<file path="config.mk">
export PLATFORM = sky130hd
export DESIGN_NAME = kbc_mailbox
export DESIGN_NICKNAME = d
export VERILOG_FILES = /design/src/rtl/kbc_mailbox.sv
export SDC_FILE = /design/constraint.sdc
export NUM_CORES = 1
export LEC_CHECK = 0
export ABC_AREA = 1
export BUFFER_PORTS_ARGS = -buffer_cell sky130_fd_sc_hd__buf_2
export CAP_MARGIN = 15
export CORE_AREA = 2 2 54 51
export CTS_CLUSTER_SIZE = 14
export DETAILED_ROUTE_END_ITERATION = 6
export DIE_AREA = 0 0 56 53
export GPL_TIMING_DRIVEN = 0
export PLACE_DENSITY = 0.75
export REMOVE_ABC_BUFFERS = 1
export SLEW_MARGIN = 10
export SYNTH_ARGS = -nofsm -noshare
export SYNTH_HDL_FRONTEND = slang
export SYNTH_SLANG_ARGS = --single-unit
</file>
<file path="constraint.sdc">
create_clock -name clk -period 0.9 [get_ports clk]
set_input_delay 0.045 -clock clk [delete_from_list [all_inputs] [get_ports clk]]
set_output_delay 0.045 -clock clk [all_outputs]
set_load 0.02 [all_outputs]
</file>
<file path="src/rtl/kbc_mailbox.sv">
module kbc_mailbox (
  input  logic       clk,
  input  logic       rst_n,
  input  logic       h_wr,
  input  logic       h_rd,
  input  logic       h_a2,
  input  logic [7:0] h_wdata,
  output logic [7:0] h_rdata,
  output logic       kirq,
  input  logic       kirq_en,
  input  logic       l_wr_out,
  input  logic       l_rd_in,
  input  logic       l_wr_stat,
  input  logic [7:0] l_wdata,
  output logic [7:0] l_in_byte,
  output logic [7:0] l_status,
  input  logic       ibf_irq_en,
  output logic       l_ibf_irq,
  input  logic       l_stopped,
  output logic       wake
);
  logic [7:0] in_q, out_q;
  logic       ibf_q, obf_q, cd_q, wake_q;
  logic [4:0] ud_q;

  wire host_data_rd = h_rd && !h_a2;

  always_ff @(posedge clk) begin
    if (!rst_n) begin
      in_q   <= '0;
      out_q  <= '0;
      ibf_q  <= 1'b0;
      obf_q  <= 1'b0;
      cd_q   <= 1'b0;
      ud_q   <= '0;
      wake_q <= 1'b0;
    end else begin
      if (h_wr) begin
        in_q <= h_wdata;
        cd_q <= h_a2;
      end
      if (h_wr)         ibf_q <= 1'b1;
      else if (l_rd_in) ibf_q <= 1'b0;
      if (l_wr_out) begin
        out_q <= l_wdata;
        obf_q <= 1'b1;
      end else if (host_data_rd) begin
        obf_q <= 1'b0;
      end
      if (l_wr_stat) ud_q <= {l_wdata[7:4], l_wdata[2]};
      wake_q <= h_wr && l_stopped;
    end
  end

  assign l_status  = {ud_q[4:1], cd_q, ud_q[0], ibf_q, obf_q};
  assign l_in_byte = in_q;
  assign h_rdata   = h_a2 ? l_status : out_q;
  assign kirq      = obf_q && kirq_en;
  assign l_ibf_irq = ibf_q && ibf_irq_en;
  assign wake      = wake_q;
endmodule

</file>
# Word-level counts from Yosys, hierarchy flattened
# Cells that the tools add are included.
[word_totals]
input_bits = 27
register_bits = 25
out_inout_bits = 27
elab_cells = 19
[classes]
n_mux = 5
n_reduce_logical = 7
[op_table]
columns = ["operator", "count"]
rows = [
  ["2-to-1 mux 8 bit", 1],
  ["logical AND 1 bit", 4],
  ["2-to-1 mux 1 bit", 4],
  ["nonzero test 2 bit", 2],
  ["zero test 1 bit", 1],
]

# Depth between registers and ports, before layout
# Gate-level depths: netlist (run 1).
[depth]
depth_word = 4
depth_mapped = 4
depth_no_buf = 4

# Least setup slack after synthesis (run 1)
# OpenSTA, ideal clock, no wires.
[synth_timing]
path_kind = "reg-to-output"
from = "reg out_q[6]"
to = "out h_rdata[6]"
path_buffers = 0
t_required_ns = 0.855
arrival_time_ns = 0.807
setup_slack_ns = 0.048
stages_incl_launch_ff = 3
cell_sequence = "dfxtp_1 -> inv_1 -> o21ai_0"
[synth_via]
elab_chain_len = 1
[synth_rtl]
columns = ["item", "line", "rtl"]
rows = [
  ["start: declaration", "22", "logic [7:0] in_q, out_q;"],
  ["start signal: assignment", "45", "out_q <= l_wdata;"],
  ["2-to-1 mux 8 bit", "57", "assign h_rdata = h_a2 ? l_status : out_q;"],
  ["end: declaration", "8", "output logic [7:0] h_rdata,"],
]
# No other way between the ends.

# Worst setup path in the final report (run 1)
[layout_timing]
from = "reg obf_q"
to = "out h_rdata[0]"
[layout_via]
elab_chain_len = 1
[layout_rtl]
columns = ["item", "line", "rtl"]
rows = [
  ["start: declaration", "23", "logic ibf_q, obf_q, cd_q, wake_q;"],
  ["start signal: assignment", "33", "obf_q <= 1'b0;"],
  ["start signal: assignment", "46", "obf_q <= 1'b1;"],
  ["start signal: assignment", "48", "obf_q <= 1'b0;"],
  ["2-to-1 mux 8 bit", "57", ""],
]
# No other way between the ends.

==> run summary, run 1 <==
### Status
- finished with violations — run status
- setup timing — violations in the final reports

### Placed design
- 0.738 — RD Place Congestion
- 214 — DP Cell Count
- 1250 sq um — Post-DP Area
- 162 ps — pre-CTS setup slack
- 1700 um — post-detailed-placement half-perimeter wirelength
- 53 — buffers added on ports

### Synth
- 7.11 sq um — average cell area after synthesis
- 0 — Yosys Warn Count
- 0.503 — proportion of synthesized chip area in sequential cells
- 11 — Netlist cell types
- 140 — Gate Count Post-Synth
- 995 sq um — total standard cell area after synthesis
- 25 — flip-flop and latch count after synthesis

### Routing
- 2920 um — total length of routed wires
- 0 — drc violations
- 12.1 um — routed length per instance
- 4.79 — Avg Vias per Cell
- 0 — remaining antenna violation count after routing
- 1154 — overall via count from detail_route
- 21 — first-iteration detailed-routing DRC count
- 5 — detailed-routing iteration count for the pre-antenna-repair pass

### STA
- true — unrepaired setup endpoints after global routing
- -161 ps — fin worst setup slack
- 1.18 — portion of the clock cycle consumed by the worst path in the final layout
- 942 MHz — peak clock frequency supported by timing
- 0 — count of endpoints failing hold in the final timing report
- 22.5 ps — Hold Worst Slack
- 13 — setup violators final
- 0 — final count of pins violating max slew
- 1060 ps — clock period minus worst slack
- 0 ps — final setup skew
- 347 ps — worst-margin pin slew
- 0.768 — tightest slew margin relative to the limit

### Global routing
- 4460 um — global-route wire length before repair
- 1023 — number of global-route vias before repair
- 0.194 — Overall Global Routing Usage
- 0 — overflow left after global routing
- 0 — antenna violations before repair
- 24 — pin count of the biggest net entering global routing

### Clocking
- yes — TritonCTS clock tree
- 3 — number of buffers created by CTS
- 2 — CTS max path bufs
- 1 — Clock H-tree levels
- 320 ps — Worst-Skew Late Latency
- 150 ps — register clock-pin slew on the reported worst setup and hold paths
- sky130_fd_sc_hd__clkbuf_4 — Root Buffer Master
- 25 — clock sink count

### Worst setup path
- nand2_2 > o21ai_1 > buf_4 — cells along the critical path
- 4 — Critical Path Fanout Max
- flip-flops — kind of cell adding the most delay to the critical path
- sky130_fd_sc_hd__dfxtp_4 — slowest stage cell on the critical path
- output pin — endpoint kind of the worst setup timing path
- 1 — buffer and inverter count on the worst path
- 1020 ps — Data arrival, critical path
- register — startpoint kind of the worst setup timing path
- 850 ps — required time of the critical path
- register to output pin — class of the most critical setup path
- 400 ps — Critical Path Max Stage Delay

### Final layout
- 185 — total of fill cells in the finished design
- 62.6% — synthesis-to-finish area growth
- 240 — final layout net count
- 1620 sq um — post-route standard cell area excluding fillers
- 241 — Final Instance Count excl. Fillers
- 0.420 — share of post-route cells with drive strength above 1

### Floorplanning
- 56 um — die extent in x
- 0.418 — initial standard-cell utilization of the core
- 53 um — vertical extent of the die
- 2970 sq um — die area
- 54 — IO Pins
- 2380 sq um — area of the core
- 17 — Std-Cell Rows

### Power and ir drop
- 1.10 mV — Max IR drop VDD
- 1450 nW/um^2 — power per cell area
- 0.803 nW — static power due to leakage
- 2.34 mW — total power

### Worst hold path
- input pin to register — worst hold-check path type

### Flow run
- 0 — Maximum Capacitance Violations

[metrics by stage]
step	TNS, ps	utilization
detailed placement	0	0.524
floorplan	0	-
global placement	0	0.524
finish	-1270	0.679
global route	-2010	0.678
CTS	-1260	0.648
[cell usage in the layout, fill, tap and decap left out]
| master | instances |
|---|---|
| sky130_fd_sc_hd__a21oi_1 | 1 |
| sky130_fd_sc_hd__buf_2 | 27 |
| sky130_fd_sc_hd__buf_4 | 22 |
| sky130_fd_sc_hd__buf_6 | 8 |
| sky130_fd_sc_hd__clkbuf_4 | 3 |
| sky130_fd_sc_hd__clkinvlp_4 | 1 |
| sky130_fd_sc_hd__dfxtp_1 | 3 |
| sky130_fd_sc_hd__dfxtp_2 | 21 |
| sky130_fd_sc_hd__dfxtp_4 | 1 |
| sky130_fd_sc_hd__diode_2 | 1 |
| sky130_fd_sc_hd__dlygate4sd3_1 | 18 |
| sky130_fd_sc_hd__inv_1 | 12 |
| sky130_fd_sc_hd__inv_2 | 4 |
| sky130_fd_sc_hd__nand2_1 | 12 |
| sky130_fd_sc_hd__nand2_2 | 1 |
| sky130_fd_sc_hd__nor2_1 | 47 |
| sky130_fd_sc_hd__nor2_2 | 1 |
| sky130_fd_sc_hd__o21ai_0 | 19 |
| sky130_fd_sc_hd__o21ai_1 | 11 |
[per-layer routing]
metal / GRT usage / share of wire
met5: 0 / 0
met3: 0.0269 / 0.044
met4: 0.0913 / 0.027
met2: 0.369 / 0.52
met1: 0.215 / 0.41
[cell usage after synthesis (all sizes together)]
cell type  count  area, sq um
a21oi          1         5.00
dfxtp         25          500
buf            7         47.6
inv           16         60.1
nand2         13         48.8
nor2          48          183
o21ai         30          150
[what timing repair did]
action,CTS,global route
hold endpoints to repair,23,0
hold buffers,18,0
pin swaps,0,1
setup endpoints to repair,15,26
setup buffers,3,1
resized for setup,37,31
[state kept, by name (all words and copies together), names as in the netlist]
signal	flops
l_in_byte	8
out_q	8
ud_q	5
cd_q	1
ibf_q	1
obf_q	1
wake	1
[final cells by class]
class / instances / area (sq um) / share of cell area
clock buffer: 3 / 22.5 / 0.0139
timing repair buffer: 75 / 571 / 0.353
tap: 28 / 35.0 / 0.0217
clock inverter: 1 / 7.51 / 0.00464
sequential: 25 / 531 / 0.328
multi-input combinational: 92 / 389 / 0.241
antenna: 1 / 2.50 / 0.00155
inverter: 16 / 60.1 / 0.0371
[logic make-up (layout without fill, tap and decap cells)]
group | after synthesis | in the layout | share of synthesized area
simple gates | 61 | 61 | 0.233
compound gates | 31 | 31 | 0.156
flops | 25 | 25 | 0.503
buf+inv | 23 | 95 | 0.108
other cells | 0 | 1 | 0
[worst register-to-register path: stages (launching register included)]
cell and delay (ps):
sky130_fd_sc_hd__dfxtp_4 390, sky130_fd_sc_hd__nand2_2 70, sky130_fd_sc_hd__buf_4 100, sky130_fd_sc_hd__nand2_1 40
sky130_fd_sc_hd__nor2_1 130, sky130_fd_sc_hd__nor2_2 40
[power breakdown]
| group | internal, mW | switching, mW |
|---|---|---|
| logic | 0.280 | 0.309 |
| clock network | 0.169 | 0.341 |
| registers | 1.20 | 0.0450 |
| total | 1.64 | 0.696 |
[final timing paths]
path / cells past startpoint / from / end / slack (ps)
worst min register to register: 2 / l_in_byte[7] / l_in_byte[7] / 510
worst min-delay path: 3 / h_wr / wake / 20
worst max-delay path: 3 / obf_q / h_rdata[0] / -160
worst max register to register: 5 / obf_q / obf_q / 50
No activity file was read; power rests on OpenSTA's default activity.
==> run 2, diff against run 1 <==
--- a/config.mk
+++ b/config.mk
@@ -5,15 +5,14 @@
 export SDC_FILE = /design/constraint.sdc
 export NUM_CORES = 1
 export LEC_CHECK = 0
-export ABC_AREA = 1
+export ABC_AREA = 0
 export BUFFER_PORTS_ARGS = -buffer_cell sky130_fd_sc_hd__buf_2
-export CAP_MARGIN = 15
-export CORE_AREA = 2 2 54 51
+export CORE_AREA = 2 2 55 52
 export CTS_CLUSTER_SIZE = 14
 export DETAILED_ROUTE_END_ITERATION = 6
-export DIE_AREA = 0 0 56 53
+export DIE_AREA = 0 0 57 54
 export GPL_TIMING_DRIVEN = 0
-export PLACE_DENSITY = 0.75
+export PLACE_DENSITY = 0.76
 export REMOVE_ABC_BUFFERS = 1
 export SLEW_MARGIN = 10
 export SYNTH_ARGS = -nofsm -noshare
==> run summary, run 2 <==
### Status
- finished with violations — run status
- setup timing — violations in the final reports

### Synth
- 14 — Netlist cell types
- 11.3 sq um — average cell area after synthesis
- sky130_fd_sc_hd__dfxtp_1 — library cell occupying the most area in the post-synthesis netlist
- sky130_fd_sc_hd__dfxtp_1 — Primary FF master, synth
- 1070 sq um — total standard cell area after synthesis
- 0 — Yosys Warn Count
- sky130_fd_sc_hd__dfxtp_1 — most frequently used cell type in the post-synthesis netlist
- 25 x sky130_fd_sc_hd__dfxtp_1, 23 x sky130_fd_sc_hd__nor2b_1, 22 x sky130_fd_sc_hd__mux2i_1 — cell types with the highest counts after synthesis
- sky130_fd_sc_hd__dfxtp_1 47%, sky130_fd_sc_hd__mux2i_1 21%, sky130_fd_sc_hd__nor2b_1 13%, sky130_fd_sc_hd__mux2_2 8.5%, sky130_fd_sc_hd__buf_4 2.8% — cell types occupying the most area after synthesis
- 0.469 — proportion of synthesized chip area in sequential cells
- 0 — number of enable-type register cells in the synthesized netlist
- 94 — Gate Count Post-Synth
- 25 — flip-flop and latch count after synthesis
- 0.469 — area share of the leading cell type in the synthesized netlist
- 0 — ys async rst share

### Final layout
- 0.566 — share of post-route cells with drive strength above 1
- 28 x sky130_fd_sc_hd__buf_2, 23 x sky130_fd_sc_hd__nor2b_1, 22 x sky130_fd_sc_hd__mux2i_1, 21 x sky130_fd_sc_hd__dfxtp_2, 21 x sky130_fd_sc_hd__buf_6 — commonest cells after routing, fill and taps aside
- 196 — Final Instance Count excl. Fillers
- 63.3% — synthesis-to-finish area growth
- 0.678 — Final Util
- 1740 sq um — post-route standard cell area excluding fillers
- sky130_fd_sc_hd__buf_2 — leading cell type in the layout, fill and taps excluded
- 194 — final layout net count
- 0 — number of antenna cells inserted

### STA
- 328 ps — worst-margin pin slew
- -1870 ps — final sum of negative setup slack
- 912 MHz — peak clock frequency supported by timing
- 1.22 — portion of the clock cycle consumed by the worst path in the final layout
- 15 — setup violators final
- 1100 ps — clock period minus worst slack
- 0 — final count of pins violating max slew
- 0 ps — final setup skew
- -196 ps — fin worst setup slack
- true — unrepaired setup endpoints after global routing
- 0 — count of endpoints failing hold in the final timing report
- 0.782 — tightest slew margin relative to the limit

### Clocking
- 25 — clock sink count
- yes — TritonCTS clock tree
- 3 — number of buffers created by CTS
- 2 — CTS max path bufs
- 310 ps — Worst-Skew Late Latency
- 1 — Clock H-tree levels
- 130 ps — register clock-pin slew on the reported worst setup and hold paths
- sky130_fd_sc_hd__clkbuf_4 — Root Buffer Master

### Placed design
- 53 — buffers added on ports
- 1490 um — post-detailed-placement half-perimeter wirelength
- 1300 sq um — Post-DP Area
- 0.691 — RD Place Congestion
- 168 — DP Cell Count

### Global routing
- 3650 um — global-route wire length before repair
- 0 — antenna violations before repair
- 832 — number of global-route vias before repair
- 0 — overflow left after global routing
- 26 — pin count of the biggest net entering global routing
- 0.156 — Overall Global Routing Usage

### Routing
- 4 — first-iteration detailed-routing DRC count
- 887 — overall via count from detail_route
- 2490 um — total length of routed wires
- 4.53 — Avg Vias per Cell
- 0 — drc violations
- 2 — detailed-routing iteration count for the pre-antenna-repair pass
- 0 — remaining antenna violation count after routing
- 12.7 um — routed length per instance

### Power and ir drop
- 0.846 nW — static power due to leakage
- 2.32 mW — total power
- 1330 nW/um^2 — power per cell area
- 1.33 mV — Max IR drop VDD

### Floorplanning
- 0.415 — initial standard-cell utilization of the core
- 18 — Std-Cell Rows
- 57 um — die extent in x
- 2570 sq um — area of the core
- 54 — IO Pins
- 54 um — vertical extent of the die
- 3080 sq um — die area

### Flow run
- 0 — Maximum Capacitance Violations

### Worst setup path
- output pin — endpoint kind of the worst setup timing path
- flip-flops — kind of cell adding the most delay to the critical path
- 2 — Critical Path Fanout Max
- register to output pin — class of the most critical setup path
- 1 — buffer and inverter count on the worst path
- 850 ps — required time of the critical path
- register — startpoint kind of the worst setup timing path
- sky130_fd_sc_hd__dfxtp_2 — slowest stage cell on the critical path
- 340 ps — Critical Path Max Stage Delay
- 1050 ps — Data arrival, critical path
- mux2_4 > buf_6 — cells along the critical path

### Worst hold path
- input pin to register — worst hold-check path type

==> run 2: cell types whose count changed after synthesis, sizes merged, moves of 2 or more <==
cell	change
nor2b	+23
mux2i	+22
mux2	+8
nor2	-47
nand2	-13
and2	+2
o21ai	-29
inv	-16
==> run 2: per-stage QoR <==
step | hold WS, ps | setup slack [ps]
6_report | 27.5 | -196
2_1_floorplan | 135 | 126
5_1_grt | 3.86 | -258
4_1_cts | 0.554 | -209
3_5_place_dp | 233 | 45.2
3_3_place_gp | 223 | 56.8
==> run 2: logic make-up (layout without fill, tap and decap cells) <==
logic type,after synthesis,count (layout),synth area share
buffers and inverters,9,81,0.0657
AO/OA/AOI/OAI,3,3,0.0164
multiplexers,30,30,0.291
AND/OR/NAND/NOR,27,27,0.157
flip-flops,25,25,0.469
==> run 2: per-layer routing <==
metal	wire length [um]	GRT usage
met5	0	0
met2	1280	0.293
met1	1050	0.174
met4	0	0.0233
met3	154	0.0601
==> run 2: final timing paths <==
check | startpoint | to | slack [ps] | depth (start not counted)
max | out_q[1] | h_rdata[1] | -200 | 2
min reg2reg | l_in_byte[5] | l_in_byte[5] | 520 | 2
max reg2reg | ud_q[1] | ud_q[1] | 70 | 4
min | l_rd_in | ibf_q | 30 | 3
==> run 2: area by class of cell <==
cell class	count	area (sq um)
fillers	207	827
repair buffers	77	629
flip-flops and latches	25	527
multi-input cells	60	520
well taps	30	37.5
clock buffers	4	26.3
==> run 2: repair_timing <==
item / CTS / global route
pin swaps: 0 / 0
endpoints found under the setup margin: 15 / 26
setup buffers: 5 / 4
endpoints found under the hold margin: 13 / 5
resized for setup: 44 / 32
hold buffers: 13 / 4
==> run 2: report_power, final <==
part / switching [mW] / internal [mW]
registers: 0.0399 / 1.18
logic: 0.262 / 0.352
clock network: 0.305 / 0.173
==> run 2: worst reg2reg max path, cell delays in order, from the launching register on <==
cell and delay [ps]:
sky130_fd_sc_hd__dfxtp_2 340, sky130_fd_sc_hd__buf_6 110, sky130_fd_sc_hd__buf_4 120, sky130_fd_sc_hd__mux2i_1 110, sky130_fd_sc_hd__nor2b_1 60
